**config.mk**
```make
export PLATFORM = sky130hd
export DESIGN_NAME = emac_cfg_regbank
export DESIGN_NICKNAME = d
export VERILOG_FILES = /design/src/rtl/emac_cfg_pkg.sv /design/src/rtl/emac_cfg_rx.sv /design/src/rtl/emac_cfg_tx.sv /design/src/rtl/emac_cfg_fc.sv /design/src/rtl/emac_cfg_speed.sv /design/src/rtl/emac_cfg_regbank.sv
export SDC_FILE = /design/constraint.sdc
export NUM_CORES = 1
export LEC_CHECK = 0
export ABC_AREA = 1
export BUFFER_PORTS_ARGS = -buffer_cell sky130_fd_sc_hd__buf_4
export CAP_MARGIN = 20
export CORE_ASPECT_RATIO = 0.75
export CORE_MARGIN = 2
export CORE_UTILIZATION = 40
export DETAILED_ROUTE_END_ITERATION = 10
export HOLD_SLACK_MARGIN = 0.12
export PLACE_DENSITY = 0.74
export SYNTH_ARGS = -nofsm -noshare
export SYNTH_HDL_FRONTEND = slang
export SYNTH_SLANG_ARGS = --single-unit
export TNS_END_PERCENT = 10
```
**constraint.sdc**
```tcl
create_clock -name clk -period 1.1 [get_ports clk]
set_input_delay 0.055 -clock clk [delete_from_list [all_inputs] [get_ports clk]]
set_output_delay 0.055 -clock clk [all_outputs]
set_load 0.05 [all_outputs]
```
**src/rtl/emac_cfg_pkg.sv**
```systemverilog
package emac_cfg_pkg;

   // byte addresses of the mapped words
   localparam int unsigned A_SA_LO   = 'h400;
   localparam int unsigned A_RX_CTL  = 'h404;
   localparam int unsigned A_TX_CTL  = 'h408;
   localparam int unsigned A_FC      = 'h40C;
   localparam int unsigned A_SPEED   = 'h410;
   localparam int unsigned A_RX_MAX  = 'h414;
   localparam int unsigned A_TX_MAX  = 'h418;
   localparam int unsigned A_Q_BASE  = 'h480;
   localparam int unsigned A_LEGACY  = 'h4A0;

   localparam int CMD_RST_BIT = 31;

   // defaults and writable masks
   localparam logic [31:0] SA_LO_DFLT   = 32'hFFFF_FFFF;
   localparam logic [31:0] RX_CTL_DFLT  = 32'h1000_FFFF;
   localparam logic [31:0] RX_CTL_MASK  = 32'h7F00_FFFF;
   localparam logic [31:0] TX_CTL_DFLT  = 32'h1000_0000;
   localparam logic [31:0] TX_CTL_MASK  = 32'h7E00_0000;
   localparam logic [31:0] MAX_DFLT     = 32'h0000_07D0;
   localparam logic [31:0] MAX_MASK     = 32'h0001_7FFF;
   localparam logic [31:0] FC_DFLT_PFC  = 32'h6010_FFFF;
   localparam logic [31:0] FC_MASK_PFC  = 32'h6610_FFFF;
   localparam logic [31:0] FC_DFLT_BASE = 32'h6000_0000;
   localparam logic [31:0] FC_MASK_BASE = 32'h6000_0000;
   localparam logic [31:0] PQ_DFLT      = 32'hFF00_FFFF;
   localparam logic [31:0] LEG_DFLT     = 32'hFF00_0000;
   localparam logic [31:0] LEG_MASK     = 32'hFFFF_0000;
   localparam logic [1:0]  SPD_1G       = 2'b10;

   function automatic logic [31:0] merge_wr(input logic [31:0] cur,
                                            input logic [31:0] nxt,
                                            input logic [31:0] msk);
      return (cur & ~msk) | (nxt & msk);
   endfunction

endpackage

```
**src/rtl/emac_cfg_rx.sv**
```systemverilog
module emac_cfg_rx
   import emac_cfg_pkg::*;
(
   input  logic        clk,
   input  logic        rst_n,
   input  logic        wr_en,
   input  logic        sel_sa,
   input  logic        sel_ctl,
   input  logic        sel_max,
   input  logic [31:0] wdata,
   output logic [31:0] sa_lo_q,
   output logic [31:0] ctl_q,
   output logic [31:0] max_q,
   output logic        rst_pulse
);

   logic cmd_rst;
   assign cmd_rst = wr_en && sel_ctl && wdata[CMD_RST_BIT];

   always_ff @(posedge clk or negedge rst_n) begin
      if (!rst_n) begin
         sa_lo_q   <= SA_LO_DFLT;
         ctl_q     <= RX_CTL_DFLT;
         max_q     <= MAX_DFLT;
         rst_pulse <= 1'b0;
      end else begin
         rst_pulse <= cmd_rst;
         if (cmd_rst) begin
            sa_lo_q <= SA_LO_DFLT;
            ctl_q   <= RX_CTL_DFLT;
            max_q   <= MAX_DFLT;
         end else if (wr_en) begin
            if (sel_sa)  sa_lo_q <= wdata;
            if (sel_ctl) ctl_q   <= merge_wr(ctl_q, wdata, RX_CTL_MASK);
            if (sel_max) max_q   <= merge_wr(max_q, wdata, MAX_MASK);
         end
      end
   end

   // in the strobe cycle every receiver word holds its default
   p_rx_dflt_r6: assert property (@(posedge clk) disable iff (!rst_n)
      rst_pulse |-> (sa_lo_q == SA_LO_DFLT && ctl_q == RX_CTL_DFLT && max_q == MAX_DFLT));

endmodule

```
**src/rtl/emac_cfg_tx.sv**
```systemverilog
module emac_cfg_tx
   import emac_cfg_pkg::*;
(
   input  logic        clk,
   input  logic        rst_n,
   input  logic        wr_en,
   input  logic        sel_ctl,
   input  logic        sel_max,
   input  logic [31:0] wdata,
   output logic [31:0] ctl_q,
   output logic [31:0] max_q,
   output logic        rst_pulse
);

   logic cmd_rst;
   assign cmd_rst = wr_en && sel_ctl && wdata[CMD_RST_BIT];

   always_ff @(posedge clk or negedge rst_n) begin
      if (!rst_n) begin
         ctl_q     <= TX_CTL_DFLT;
         max_q     <= MAX_DFLT;
         rst_pulse <= 1'b0;
      end else begin
         rst_pulse <= cmd_rst;
         if (cmd_rst) begin
            ctl_q <= TX_CTL_DFLT;
            max_q <= MAX_DFLT;
         end else if (wr_en) begin
            if (sel_ctl) ctl_q <= merge_wr(ctl_q, wdata, TX_CTL_MASK);
            if (sel_max) max_q <= merge_wr(max_q, wdata, MAX_MASK);
         end
      end
   end

   // in the strobe cycle both transmitter words hold their defaults
   p_tx_dflt_r7: assert property (@(posedge clk) disable iff (!rst_n)
      rst_pulse |-> (ctl_q == TX_CTL_DFLT && max_q == MAX_DFLT));

endmodule

```
**src/rtl/emac_cfg_fc.sv**
```systemverilog
module emac_cfg_fc
   import emac_cfg_pkg::*;
#(
   parameter bit PFC_EN   = 1'b1,
   parameter int NUM_PRIO = 8
) (
   input  logic                clk,
   input  logic                rst_n,
   input  logic                wr_en,
   input  logic                sel_fc,
   input  logic [NUM_PRIO-1:0] sel_pq,
   input  logic                sel_leg,
   input  logic [31:0]         wdata,
   output logic [31:0]         fc_q,
   output logic [31:0]         pq_q [NUM_PRIO],
   output logic [31:0]         leg_q
);

   localparam logic [31:0] FC_DFLT = PFC_EN ? FC_DFLT_PFC : FC_DFLT_BASE;
   localparam logic [31:0] FC_MASK = PFC_EN ? FC_MASK_PFC : FC_MASK_BASE;

   if (NUM_PRIO != 8) begin : g_bad_prio
      $error("emac_cfg_fc: enable fields are laid out for exactly 8 priorities");
   end

   always_ff @(posedge clk or negedge rst_n) begin
      if (!rst_n)                 fc_q <= FC_DFLT;
      else if (wr_en && sel_fc)   fc_q <= merge_wr(fc_q, wdata, FC_MASK);
   end

   if (PFC_EN) begin : g_pfc
      for (genvar i = 0; i < NUM_PRIO; i++) begin : g_pq
         always_ff @(posedge clk or negedge rst_n) begin
            if (!rst_n)                  pq_q[i] <= PQ_DFLT;
            else if (wr_en && sel_pq[i]) pq_q[i] <= wdata;
         end
      end
      always_ff @(posedge clk or negedge rst_n) begin
         if (!rst_n)                leg_q <= LEG_DFLT;
         else if (wr_en && sel_leg) leg_q <= merge_wr(leg_q, wdata, LEG_MASK);
      end
   end else begin : g_no_pfc
      for (genvar i = 0; i < NUM_PRIO; i++) begin : g_pq
         assign pq_q[i] = '0;
      end
      assign leg_q = '0;
   end

endmodule

```
**src/rtl/emac_cfg_speed.sv**
```systemverilog
module emac_cfg_speed
   import emac_cfg_pkg::*;
#(
   parameter bit GIG_ONLY = 1'b1
) (
   input  logic       clk,
   input  logic       rst_n,
   input  logic       wr_en,
   input  logic       sel,
   input  logic [1:0] wcode,
   output logic [1:0] spd_q
);

   logic legal;

   if (GIG_ONLY) begin : g_gig
      assign legal = (wcode == SPD_1G);
      // a gigabit build never leaves the 1G code
      p_spd_fixed_r4: assert property (@(posedge clk) disable iff (!rst_n)
         spd_q == SPD_1G);
   end else begin : g_slow
      assign legal = !wcode[1];
      // a 10/100 build never holds the undefined code
      p_spd_legal_r4: assert property (@(posedge clk) disable iff (!rst_n)
         spd_q != 2'b11);
   end

   always_ff @(posedge clk or negedge rst_n) begin
      if (!rst_n)                      spd_q <= SPD_1G;
      else if (wr_en && sel && legal)  spd_q <= wcode;
   end

endmodule

```
**src/rtl/emac_cfg_regbank.sv**
```systemverilog
module emac_cfg_regbank
   import emac_cfg_pkg::*;
#(
   parameter int ADDR_W   = 32,
   parameter bit PFC_EN   = 1'b1,
   parameter bit GIG_ONLY = 1'b1,
   parameter int NUM_PRIO = 8
) (
   input  logic                   clk,
   input  logic                   rst_n,
   input  logic [ADDR_W-1:0]      cfg_addr,
   input  logic                   cfg_wr_en,
   input  logic [31:0]            cfg_wdata,
   input  logic                   cfg_rd_en,
   output logic [31:0]            cfg_rdata,
   output logic [47:0]            pause_sa,
   output logic                   rx_enable,
   output logic                   rx_jumbo,
   output logic                   rx_fcs_pass,
   output logic                   rx_vlan,
   output logic                   rx_half_duplex,
   output logic                   rx_lentype_chk_off,
   output logic                   rx_ctlfrm_len_chk_off,
   output logic                   rx_max_len_en,
   output logic [14:0]            rx_max_len,
   output logic                   rx_soft_rst,
   output logic                   tx_enable,
   output logic                   tx_jumbo,
   output logic                   tx_fcs_pass,
   output logic                   tx_vlan,
   output logic                   tx_half_duplex,
   output logic                   tx_ifg_adj_en,
   output logic                   tx_max_len_en,
   output logic [14:0]            tx_max_len,
   output logic                   tx_soft_rst,
   output logic                   pause_tx_en,
   output logic                   pause_rx_en,
   output logic                   pfc_tx_en,
   output logic                   pfc_rx_en,
   output logic                   auto_xon,
   output logic [NUM_PRIO-1:0]    pfc_tx_prio_en,
   output logic [NUM_PRIO-1:0]    pfc_rx_prio_en,
   output logic [NUM_PRIO*16-1:0] prio_quanta,
   output logic [NUM_PRIO*16-1:0] prio_refresh,
   output logic [15:0]            pause_refresh,
   output logic [1:0]             mac_speed
);

   localparam int WA_W = ADDR_W - 2;

   if (ADDR_W < 12) begin : g_bad_addr
      $error("emac_cfg_regbank: ADDR_W must cover the 0x4FC map");
   end

   logic [WA_W-1:0] wa;
   logic            aligned;
   assign wa      = cfg_addr[ADDR_W-1:2];
   assign aligned = (cfg_addr[1:0] == 2'b00);

   logic sel_sa, sel_rx, sel_tx, sel_fc, sel_spd, sel_rxm, sel_txm, sel_leg;
   logic [NUM_PRIO-1:0] sel_pq;

   assign sel_sa  = aligned && (wa == WA_W'(A_SA_LO  >> 2));
   assign sel_rx  = aligned && (wa == WA_W'(A_RX_CTL >> 2));
   assign sel_tx  = aligned && (wa == WA_W'(A_TX_CTL >> 2));
   assign sel_fc  = aligned && (wa == WA_W'(A_FC     >> 2));
   assign sel_spd = aligned && (wa == WA_W'(A_SPEED  >> 2));
   assign sel_rxm = aligned && (wa == WA_W'(A_RX_MAX >> 2));
   assign sel_txm = aligned && (wa == WA_W'(A_TX_MAX >> 2));
   assign sel_leg = aligned && (wa == WA_W'(A_LEGACY >> 2));

   for (genvar i = 0; i < NUM_PRIO; i++) begin : g_pq_sel
      assign sel_pq[i] = aligned && (wa == WA_W'((A_Q_BASE >> 2) + i));
   end

   logic [31:0] sa_lo_q, rx_ctl_q, rx_max_q, tx_ctl_q, tx_max_q, fc_q, leg_q;
   logic [31:0] pq_q [NUM_PRIO];
   logic [1:0]  spd_q;

   emac_cfg_rx u_rx (
      .clk(clk), .rst_n(rst_n), .wr_en(cfg_wr_en),
      .sel_sa(sel_sa), .sel_ctl(sel_rx), .sel_max(sel_rxm), .wdata(cfg_wdata),
      .sa_lo_q(sa_lo_q), .ctl_q(rx_ctl_q), .max_q(rx_max_q), .rst_pulse(rx_soft_rst));

   emac_cfg_tx u_tx (
      .clk(clk), .rst_n(rst_n), .wr_en(cfg_wr_en),
      .sel_ctl(sel_tx), .sel_max(sel_txm), .wdata(cfg_wdata),
      .ctl_q(tx_ctl_q), .max_q(tx_max_q), .rst_pulse(tx_soft_rst));

   emac_cfg_fc #(.PFC_EN(PFC_EN), .NUM_PRIO(NUM_PRIO)) u_fc (
      .clk(clk), .rst_n(rst_n), .wr_en(cfg_wr_en),
      .sel_fc(sel_fc), .sel_pq(sel_pq), .sel_leg(sel_leg), .wdata(cfg_wdata),
      .fc_q(fc_q), .pq_q(pq_q), .leg_q(leg_q));

   emac_cfg_speed #(.GIG_ONLY(GIG_ONLY)) u_spd (
      .clk(clk), .rst_n(rst_n), .wr_en(cfg_wr_en), .sel(sel_spd),
      .wcode(cfg_wdata[31:30]), .spd_q(spd_q));

   // read path
   logic [31:0] rd_val;
   logic        rd_hit;

   always_comb begin
      rd_val = '0;
      rd_hit = 1'b1;
      unique case (1'b1)
         sel_sa:  rd_val = sa_lo_q;
         sel_rx:  rd_val = rx_ctl_q;
         sel_tx:  rd_val = tx_ctl_q;
         sel_fc:  rd_val = fc_q;
         sel_spd: rd_val = {spd_q, 30'd0};
         sel_rxm: rd_val = rx_max_q;
         sel_txm: rd_val = tx_max_q;
         sel_leg: rd_val = leg_q;
         default: rd_hit = 1'b0;
      endcase
      for (int i = 0; i < NUM_PRIO; i++) begin
         if (sel_pq[i]) begin
            rd_val = pq_q[i];
            rd_hit = 1'b1;
         end
      end
   end

   always_ff @(posedge clk or negedge rst_n) begin
      if (!rst_n)         cfg_rdata <= '0;
      else if (cfg_rd_en) cfg_rdata <= rd_val;
   end

   // decoded outputs
   assign pause_sa              = {rx_ctl_q[15:0], sa_lo_q};
   assign rx_jumbo              = rx_ctl_q[30];
   assign rx_fcs_pass           = rx_ctl_q[29];
   assign rx_enable             = rx_ctl_q[28];
   assign rx_vlan               = rx_ctl_q[27];
   assign rx_half_duplex        = rx_ctl_q[26];
   assign rx_lentype_chk_off    = rx_ctl_q[25];
   assign rx_ctlfrm_len_chk_off = rx_ctl_q[24];
   assign rx_max_len_en         = rx_max_q[16];
   assign rx_max_len            = rx_max_q[14:0];
   assign tx_jumbo              = tx_ctl_q[30];
   assign tx_fcs_pass           = tx_ctl_q[29];
   assign tx_enable             = tx_ctl_q[28];
   assign tx_vlan               = tx_ctl_q[27];
   assign tx_half_duplex        = tx_ctl_q[26];
   assign tx_ifg_adj_en         = tx_ctl_q[25];
   assign tx_max_len_en         = tx_max_q[16];
   assign tx_max_len            = tx_max_q[14:0];
   assign pause_tx_en           = fc_q[30];
   assign pause_rx_en           = fc_q[29];
   assign pfc_tx_en             = fc_q[26];
   assign pfc_rx_en             = fc_q[25];
   assign auto_xon              = fc_q[20];
   assign pfc_tx_prio_en        = fc_q[15:8];
   assign pfc_rx_prio_en        = fc_q[7:0];
   assign pause_refresh         = leg_q[31:16];
   assign mac_speed             = spd_q;

   for (genvar i = 0; i < NUM_PRIO; i++) begin : g_pq_out
      assign prio_quanta[i*16 +: 16]  = pq_q[i][15:0];
      assign prio_refresh[i*16 +: 16] = pq_q[i][31:16];
   end

   // a read of an unmapped address returns zero
   p_unmapped_zero_r5: assert property (@(posedge clk) disable iff (!rst_n)
      (cfg_rd_en && !rd_hit) |=> (cfg_rdata == 32'd0));

   // no reset strobe coincides with a speed change
   p_speed_keep_r9: assert property (@(posedge clk) disable iff (!rst_n)
      (rx_soft_rst || tx_soft_rst) |-> $stable(mac_speed));

   // a read captures the word present in its request cycle
   p_read_capture_r11: assert property (@(posedge clk) disable iff (!rst_n)
      (cfg_rd_en && sel_spd && !cfg_wr_en) |=> (cfg_rdata[31:30] == $past(spd_q)));

endmodule

```
* Word-level counts from Yosys, hierarchy flattened
Cells that the tools add are included.
** Storage, ports and cells
- Register bits after elaboration :: 516
- Latch bits :: 0
- RAM bits :: 0
- Memory bits (read-only) :: 0
- Input bits :: 68
- Output and inout port bits :: 422
- Logic and storage cells :: 111
- Memories :: 0
** Operators by class
- Add/sub/neg operators :: 0
- $mul :: 0
- Div/mod/pow operators :: 0
- Order comparisons :: 0
- Equal/unequal tests :: 17
- Shifts and indexed selects :: 0
- Mux-type cells :: 24
- Bitwise operators :: 6
- Reduce and logical (&&, ||, !) cells :: 45
** Operators with widths (number)
- $mux W32 :: 23
- $eq A30 B9 Y1 const B :: 16
- $pmux W32 S8 :: 1
- $or A32 B31 Y32 :: 3
- $or A32 B17 Y32 :: 2
- $logic_and A1 B1 Y1 :: 32
- $or A16 B32 Y32 :: 1
- $reduce_bool A2 Y1 :: 7
- $reduce_and A2 Y1 :: 5
- $eq A2 B2 Y1 const B :: 1
- $logic_not A2 Y1 :: 1

* Longest topological paths before layout
Gate-level depths: netlist (run 1).
- Depth after elaboration :: 11
- Depth in mapped cells :: 20
- Depth with buffers taken out :: 20

* Hierarchy
Synthesis (run 1) repeated with hierarchy kept, for this count alone.
** Second synthesis, totals
- Cells, all modules :: 3169
- Area total of the unflattened synthesis :: 23059.6 um2
** Modules (own cells, without submodules)
- emac_cfg_fc :: times used 1, cells an instance 1339, area each 12111.6 um2, seq. area each 7606.0 um2
- emac_cfg_regbank :: times used 1, cells an instance 1284, area each 6249.7 um2, seq. area each 800.8 um2
- emac_cfg_rx :: times used 1, cells an instance 373, area each 3213.1 um2, seq. area each 1870.5 um2
- emac_cfg_tx :: times used 1, cells an instance 164, area each 1401.3 um2, seq. area each 584.3 um2
- emac_cfg_speed :: times used 1, cells an instance 9, area each 83.8 um2, seq. area each 51.3 um2

* Worst setup path after synthesis (run 1)
No wires, ideal clock.
- Path type :: in2reg
- Start :: input cfg_addr[19]
- End :: register cfg_rdata[18]
- Library setup time :: 66 ps
- Data arrival time :: 1606 ps
- Required time :: 1034 ps
- Path slack :: -572 ps
- Cell stages on the path :: 10
- Path through :: or2_1 nor2_2 nand2_4 buf_6 nor4_4 buf_6 nand2_1 nand4_1 nand2_1 nand2_1
** On the way
- Longest elaborated chain between the ends :: 11
- Elaborated cells on any way between the ends :: 41
** RTL lines
- start, declared :: RTL line emac_cfg_regbank.sv:11 : input logic [ADDR_W-1:0] cfg_addr,
- $eq A30 B9 Y1, or another cell as far along :: RTL line emac_cfg_regbank.sv:70 : assign sel_leg = aligned && (wa == WA_W'(A_LEGACY >> 2));
- $logic_and A1 B1 Y1, or another cell as far along :: RTL line emac_cfg_regbank.sv:70
- $pmux W32 S8 :: RTL line emac_cfg_regbank.sv:106 : unique case (1'b1)
- $mux W32 (7 in series) :: RTL line emac_cfg_regbank.sv:118 : if (sel_pq[i]) begin
- $mux W32 (*) :: RTL line emac_cfg_regbank.sv:118
- end signal, assigned :: RTL line emac_cfg_regbank.sv:127 : else if (cfg_rd_en) cfg_rdata <= rd_val;
- end, declared :: RTL line emac_cfg_regbank.sv:15 : output logic [31:0] cfg_rdata,
Mark *: on every way between the ends. The rest lies on a longest branch, timed or not.
A chain may end at the register's enable or synchronous reset.

* Final worst setup path (run 1)
- Start :: input cfg_addr[19]
- End :: register u_fc.pq_q[97] (netlist bit)
** On the way
- Longest elaborated chain between the ends :: 3
** RTL lines
- $eq A30 B9 Y1 :: RTL line emac_cfg_regbank.sv:73 : assign sel_pq[i] = aligned && (wa == WA_W'((A_Q_BASE >> 2) + i));
- $logic_and A1 B1 Y1 :: RTL line emac_cfg_regbank.sv:73
- $logic_and A1 B1 Y1 :: RTL line emac_cfg_fc.sv:35 : else if (wr_en && sel_pq[i]) pq_q[i] <= wdata;
- end signal, assigned by index :: RTL line emac_cfg_fc.sv:35
- end, declared :: RTL line emac_cfg_fc.sv:15 : output logic [31:0] pq_q [NUM_PRIO],
Every way passes these cells.

==> metrics.txt, run 1 <==
worst min path class=in -> reg; Worst path most repeated cell=nor2_4; Slew headroom=67.2%; Reg clk slew, reported paths=0.06 ns; crit path capture type=register; Seq/Total Area, Yosys=55.9%; Synth Instances=~2300; initial DRC count=between 2000 and 3000; WL final=about 97000 µm; WP data arrival=between 2 and 2.5 ns; pwr/cell area=975 nW/µm²; Yosys top cell area share=roughly 38%; Max Slew Vio Count=0; crit start category=input pin; antenna violations before repair=2; Layout fillers=3471; area delta synth->final=71.1%; Hold Slack=0.0674 ns; HPWL after DPL=63000 µm; GP Congestion=about 0.99; Initial Utilization=40.3%; Final min period=roughly 1.6 ns; Num CTS Buffers=45; Final Worst Setup Slack=-0.482 ns; max-cap violations=0; worst path cell trace=buf_6 -> or2_4 -> nor2_4 -> nand2_4 -> nor2_4 -> inv_4 -> nor2_4 -> inv_4 -> nor2_4 -> buf_12 -> clkbuf_16 -> buf_16 -> nand2_4 -> o21ai_2; number of global-route vias before repair=approximately 22000; Worst path slowest cell=nor2_4; CP max FO=7; Yosys cell types=39; n_diodes=0; global-route wire length before repair=133000 µm; Die Span X=259 µm; Die Y=roughly 200 µm; VDD IR max=just under 900 µV; CTS tree=yes; wire per inst=24.5 µm; number of I/O pins=490; number of placement rows=70; Synth area leaders=dfstp_2, dfrtp_1, nand2_1; # DRC=0; post-synthesis async set-or-reset flop share=100%; remaining antenna violation count=0; clock root buffer=clkbuf_16; NumNets Final=3318; CP Data Required Time=1.61 ns; Pleak=16.1 nW; Synth warnings=0; Longest Clk Path Bufs=3; CTS Sinks=422; top_reg_cell synth=dfstp_2; Worst-Margin Slew=roughly 0.49 ns; Hold Vio Cnt, Final=0; Finish-stage setup viols=around 840; violated checks=negative setup slack; Max stage delay on crit path=between 0.2 and 0.3 ns; gr ovfl total=0; drt first pass iters=6; outcome=finished, violations left; CORE AREA=48500 µm²; largest net degree at the start of global routing=61; delay-heaviest family, CP=simple AND/OR/NAND/NOR gates; DR vias=22400; syn avg cell area=8.48 µm²; H-tree depth=2; PortBufs=489; Tcrit/Tclk final=144%; fmax=632 MHz; synthesized area=19500 µm²; number of synthesized flops with an enable pin=0; Skew-Pair Late Insertion Delay=between 0.5 and 0.6 ns; Synth area leader=dfstp_2; CP bufs+invs=6; Setup TNS Final=-208.41 ns; Clock Skew=0.0211 ns; Net Count, Synth=approximately 2400; RSZ-0062 raised after global routing=true; Total Die Area=~50000 µm²; drt via density=5.69; critical path class=in -> reg; Synth Register Bits=422; layout cell share with drive strength beyond 1=50.9%; GRT Total Usage=between 30% and 40%
==> state kept, by name, summed over array words and instances (netlist names) <==
register / flops
u_fc.pq_q: 256
u_fc.fc_q: 21
u_rx.max_q: 16
u_rx.ctl_q: 23
u_tx.rst_pulse: 1
u_tx.ctl_q: 6
cfg_rdata: 32
u_tx.max_q: 16
u_spd.spd_q: 2
u_rx.sa_lo_q: 32
u_fc.leg_q: 16
u_rx.rst_pulse: 1
==> cell usage in the layout (no fill, tap or decap), types with 52 or more instances in the layout <==
cell type  count
nor2_1        76
nand3_2       52
inv_1        156
buf_6        190
clkbuf_16     56
buf_4        583
nand3_1      119
nand4_1       58
buf_12        88
o21ai_1       98
dfstp_2      282
dfrtp_1      140
o21ai_0      193
buf_8        109
nand2_1      641
==> worst min-delay path: cells and delay by family <==
| family | cells | cell delay [ns] |
|---|---|---|
| buffers and inverters | 2 | 0.28 |
| AND/OR/NAND/NOR | 3 | 0.30 |
==> cells in the mapped netlist (12+ instances only) <==
library cell	count
dfstp_2	282
nand2_1	704
a21oi_1	38
nor2_1	135
dfrtp_1	140
o21ai_1	114
nand3_1	180
o21ai_0	215
buf_2	45
inv_1	166
o211ai_2	15
mux2_2	15
nand4_1	58
clkbuf_1	65
o22ai_1	23
nor3_1	15
inv_2	12
nor2_2	12
==> final cells by class <==
class / count / area, µm² / area share, %
inverters: 181 / 708 / 2.12
flip-flops and latches: 422 / 10900 / 32.6
clock buffers: 75 / 1360 / 4.07
well taps: 648 / 811 / 2.43
multi-input cells: 1568 / 8700 / 26.0
repair inverters: 2 / 15.0 / 0.0449
repair buffers: 1030 / 10800 / 32.4
clock inverters: 8 / 83.8 / 0.251
==> metrics by stage <==
| stage | power [mW] | utilization (%) | worst slack, ns | cell area, µm² | cells |
|---|---|---|---|---|---|
| 2_1_floorplan | 16.2 | - | -0.571 | 19600 | 2303 |
| 3_3_place_gp | 17.2 | 55.7 | -1.15 | 27000 | 3713 |
| 3_5_place_dp | 17.3 | 55.7 | -1.21 | 27000 | 3713 |
| 4_1_cts | 32.5 | 65.3 | -0.379 | 31700 | 3899 |
| 5_1_grt | 33.4 | 68.9 | -0.502 | 33400 | 3934 |
| 6_report | 32.6 | 68.9 | -0.482 | 33400 | 3934 |
==> worst paths after layout <==
kind,depth (start not counted),slack [ns],to,startpoint
setup / recovery,14,-0.48,u_fc.pq_q[97]$_DFFE_PN1P_,cfg_addr[19]
hold / removal,5,0.07,u_spd.spd_q[1]$_DFFE_PN1P_,cfg_wdata[31]
setup reg to reg,8,-0.46,cfg_rdata[6]$_DFFE_PN0P_,u_rx.sa_lo_q[6]$_DFFE_PN1P_
hold reg to reg,2,0.47,cfg_rdata[22]$_DFFE_PN0P_,cfg_rdata[22]$_DFFE_PN0P_
max in group asynchronous,3,0.07,u_fc.pq_q[116]$_DFFE_PN0P_,rst_n
min in group asynchronous,2,0.28,u_fc.pq_q[29]$_DFFE_PN1P_,rst_n
==> metal layers <==
metal	global-route usage, %	vias to the layer above	routed length [µm]
met2	55.9	1599	44200
met4	16.5	2	5880
met5	0	-	11
met3	7.85	379	10800
li1	-	9468	-
met1	44.9	10900	35600
==> power breakdown <==
| group | internal (mW) | total, mW | switching, mW |
|---|---|---|---|
| registers | 15.6 | 15.6 | 0.000000143 |
| clock network | 8.66 | 15.3 | 6.63 |
| logic | 0.573 | 1.73 | 1.15 |
==> cells by family (layout without fill, tap and decap cells) <==
group	Yosys count	in the layout	synth area share [%]
AND/OR/NAND/NOR	1131	1132	24.8
flip-flops	422	422	55.9
AO/OA/AOI/OAI	421	421	11.7
buffers and inverters	314	1296	6.80
multiplexers	15	15	0.865
==> what timing repair did <==
item	4_1_cts	5_1_grt
cloned	15	17
resized for setup	541	350
pin swaps	48	116
hold endpoints to repair	812	5
setup buffers	50	24
setup endpoints to repair	840	842
hold buffers	39	2
Power figures use the tool's default switching activity.
==> run 2, diff against run 1 <==
--- a/config.mk
+++ b/config.mk
@@ -5,7 +5,6 @@
 export SDC_FILE = /design/constraint.sdc
 export NUM_CORES = 1
 export LEC_CHECK = 0
-export ABC_AREA = 1
 export BUFFER_PORTS_ARGS = -buffer_cell sky130_fd_sc_hd__buf_4
 export CAP_MARGIN = 20
 export CORE_ASPECT_RATIO = 0.75
==> metrics.txt, run 2 <==
outcome=finished, violations left; violated checks=negative setup slack; Max Slew Vio Count=0 (unchanged); Net Sw Frac=23.8% (-0.083 points); Worst path most repeated cell=o21ai_2; Total Die Area=51400 µm² (+1.5%); pwr/cell area=1040 nW/µm² (+6.3%); CORE AREA=48900 µm² (+0.72%); VDD IR max=909 µV (+2.9%); Yosys cell types=69 (+77%); GP Congestion=0.969 (-1.7%); Max stage delay on crit path=0.38 ns (+0.10 ns); wire per inst=29.8 µm (+21%); CTS Sinks=422 (unchanged); CP max FO=2 (-5); Worst path slowest cell=dfrtp_1; multi-input logic area=9790 µm² (+13%); GRT Total Usage=36.9% (+2.0 points); drt via density=6.03 (+6.1%); Finish-stage setup viols=844 (+0.60%); combinational power share=6.8% (+1.5 points); most frequent cells in the layout=buf_4, dfstp_2, mux2_2, dfrtp_1, nand2_1; XOR/XNOR Fraction of Synth Area=0% (unchanged); final core occ=68.1% (-0.76 points); clock root buffer=clkbuf_16; syn avg cell area=12.1 µm² (+43%); Die Span X=261 µm (+0.73%); Synth area leader=dfstp_2; Synth Instances=1633 (-29%); fmax=547 MHz (-13%); NumNets Final=2733 (-18%); cell internal pwr=26.3 mW (+6.0%); Hold Vio Cnt, Final=0 (unchanged); CP Data Required Time=1.59 ns (-0.02 ns); Num CTS Buffers=45 (unchanged); H-tree depth=2 (unchanged); max reg flops=256 (unchanged); DR vias=20200 (-9.7%); Pleak=16.1 nW (+0.32%); number of synthesized flops with an enable pin=0 (unchanged); Worst-Margin Slew=1.01 ns (+0.516 ns); crit path capture type=register; Post-Synth Adder-Cell Area=0% (unchanged); Setup TNS Final=-317.49 ns (-109.08 ns); Synth Register Bits=422 (unchanged); worst min path class=in -> reg; Clock Skew=0.0291 ns (+0.00807 ns); PortBufs=489 (unchanged); max-cap violations=0 (unchanged); Psw=8.21 mW (+5.5%); Synth Area in Compound Gates=11.0% (-0.71 points); HPWL after DPL=69800 µm (+11%); Longest Clk Path Bufs=3 (unchanged); crit start category=register; WL final=99900 µm (+3.5%); CTS tree=yes; initial DRC count=2326 (-13%); Largest Register=u_fc.pq_q; post-synthesis async set-or-reset flop share=100% (unchanged); Seq/Total Area, Yosys=55.1% (-0.82 points); Initial Utilization=40.6% (+0.31 points); number of I/O pins=490 (unchanged); global-route wire length before repair=138000 µm (+4.0%); Tcrit/Tclk final=166% (+22 points); Yosys top cell area share=37.4% (-0.56 points); Slew headroom=32.7% (-35 points); # DRC=0 (unchanged); synthesized area=19800 µm² (+1.5%); simple-gate portion of the synthesized area=10.8% (-14 points); Die Y=197 µm (+0.73%); critical path class=reg -> reg; Skew-Pair Late Insertion Delay=0.60 ns (+0.02 ns); worst path cell trace=mux2_4 -> a32oi_4 -> o21ai_2 -> a2111oi_2 -> buf_4 -> o21ai_2 -> a31o_2; layout cell share with drive strength beyond 1=71.3% (+20 points); clock power share=47.9% (+1.0 points); largest net degree at the start of global routing=74 (+21%); top flop regs=u_fc.pq_q (256), cfg_rdata (32), u_rx.sa_lo_q (32); WP data arrival=2.32 ns (+0.23 ns); largest family of logic cells by synthesized area=multiplexers; number of placement rows=70 (unchanged); drt first pass iters=7 (+1); Net Count, Synth=1701 (-28%); Final min period=1.83 ns (+0.246 ns); top-count cell post-synth=dfstp_2; commonest non-fill, non-tap cell in the layout=buf_4; multiplexer share of the synthesized area=20.0% (+19 points); Reg clk slew, reported paths=0.07 ns (about the same); Layout fillers=3442 (-0.84%); area delta synth->final=68.0%; Final Worst Setup Slack=-0.728 ns (-0.246 ns); top_reg_cell synth=dfstp_2; number of global-route vias before repair=20200 (-6.7%); power share of the sequential group=45.4% (-2.4 points); gr ovfl total=0 (unchanged); Synth warnings=0 (unchanged); remaining antenna violation count=0 (unchanged); Hold Slack=0.146 ns (+0.0790 ns); antenna violations before repair=2 (unchanged); register area=10900 µm² (unchanged); RSZ-0062 raised after global routing=true; Synth top cells by count=dfstp_2, mux2_2, nand2_1; Synth area leaders=dfstp_2, dfrtp_1, mux2_2; worst slack, placed=-1.39 ns (-0.183 ns)
-- run 2: through the flow --
stage,total power [mW],instance area [µm²],cells
5_1_grt,35.2,33300,3349
2_1_floorplan,16.6,20100,1633
4_1_cts,34.4,32100,3327
3_5_place_dp,17.9,28500,3151
6_report,34.5,33300,3351
3_3_place_gp,17.9,28500,3151
-- run 2: kinds of logic (layout without fill, tap and decap cells) --
family | after synthesis | after routing
buffers and inverters | 147 | 1214
AND/OR/NAND/NOR | 398 | 399
flip-flops | 422 | 422
other | 0 | 2
multiplexers | 359 | 359
AO/OA/AOI/OAI | 307 | 307
-- run 2: per-layer routing --
layer  track usage [%]  up-vias  wire (µm)
li1                  -     8172          -
met1              49.5    10300      38900
met2              55.2     1397      43800
met3              12.2      321      12400
met4              14.6        2       4750
met5                 0        -         25
-- run 2: power groups by stage --
stage               logic [mW]  clock network (mW)  registers [mW]
floorplan                0.551                   0            16.0
global placement          1.98                   0            15.9
detailed placement        2.01                   0            15.9
CTS                       2.21                16.5            15.7
global route              2.43                17.2            15.7
finish                    2.33                16.5            15.7
-- run 2: repair_timing --
action,CTS,global route
hold buffers,37,0
gates cloned,15,4
gates resized for setup,245,236
pin swaps,88,46
endpoints found under the setup margin,844,844
hold endpoints to repair,821,0
setup buffers,43,27
-- run 2: cell type report --
type / count / area share [%]
flip-flops and latches: 422 / 32.8
diodes: 2 / 0.0150
well taps: 648 / 2.43
multi-input cells: 1065 / 29.4
clock inverters: 12 / 0.597
inverters: 6 / 0.0676
clock buffers: 71 / 4.19
repair buffers: 1125 / 30.5
-- run 2: final timing paths --
path | startpoint | end | slack [ns] | depth (start not counted)
worst max-delay path | u_tx.ctl_q[26]$_DFFE_PN0P_ | cfg_rdata[26]$_DFFE_PN0P_ | -0.73 | 7
worst min-delay path | cfg_wr_en | u_rx.ctl_q[0]$_DFFE_PN1P_ | 0.15 | 4
worst max register to register | u_tx.ctl_q[26]$_DFFE_PN0P_ | cfg_rdata[26]$_DFFE_PN0P_ | -0.73 | 7
worst min register to register | u_fc.pq_q[109]$_DFFE_PN1P_ | u_fc.pq_q[109]$_DFFE_PN1P_ | 0.53 | 2
max in group asynchronous | rst_n | u_fc.pq_q[78]$_DFFE_PN1P_ | 0.41 | 3
min in group asynchronous | rst_n | u_fc.pq_q[163]$_DFFE_PN1P_ | 0.19 | 2
-- run 2: critical path: cells and delay by family (launching register included) --
family / cells / cell delay (ns)
flip-flops: 1 / 0.38
buffers and inverters: 1 / 0.17
AO/OA/AOI/OAI: 5 / 0.88
multiplexers: 1 / 0.30
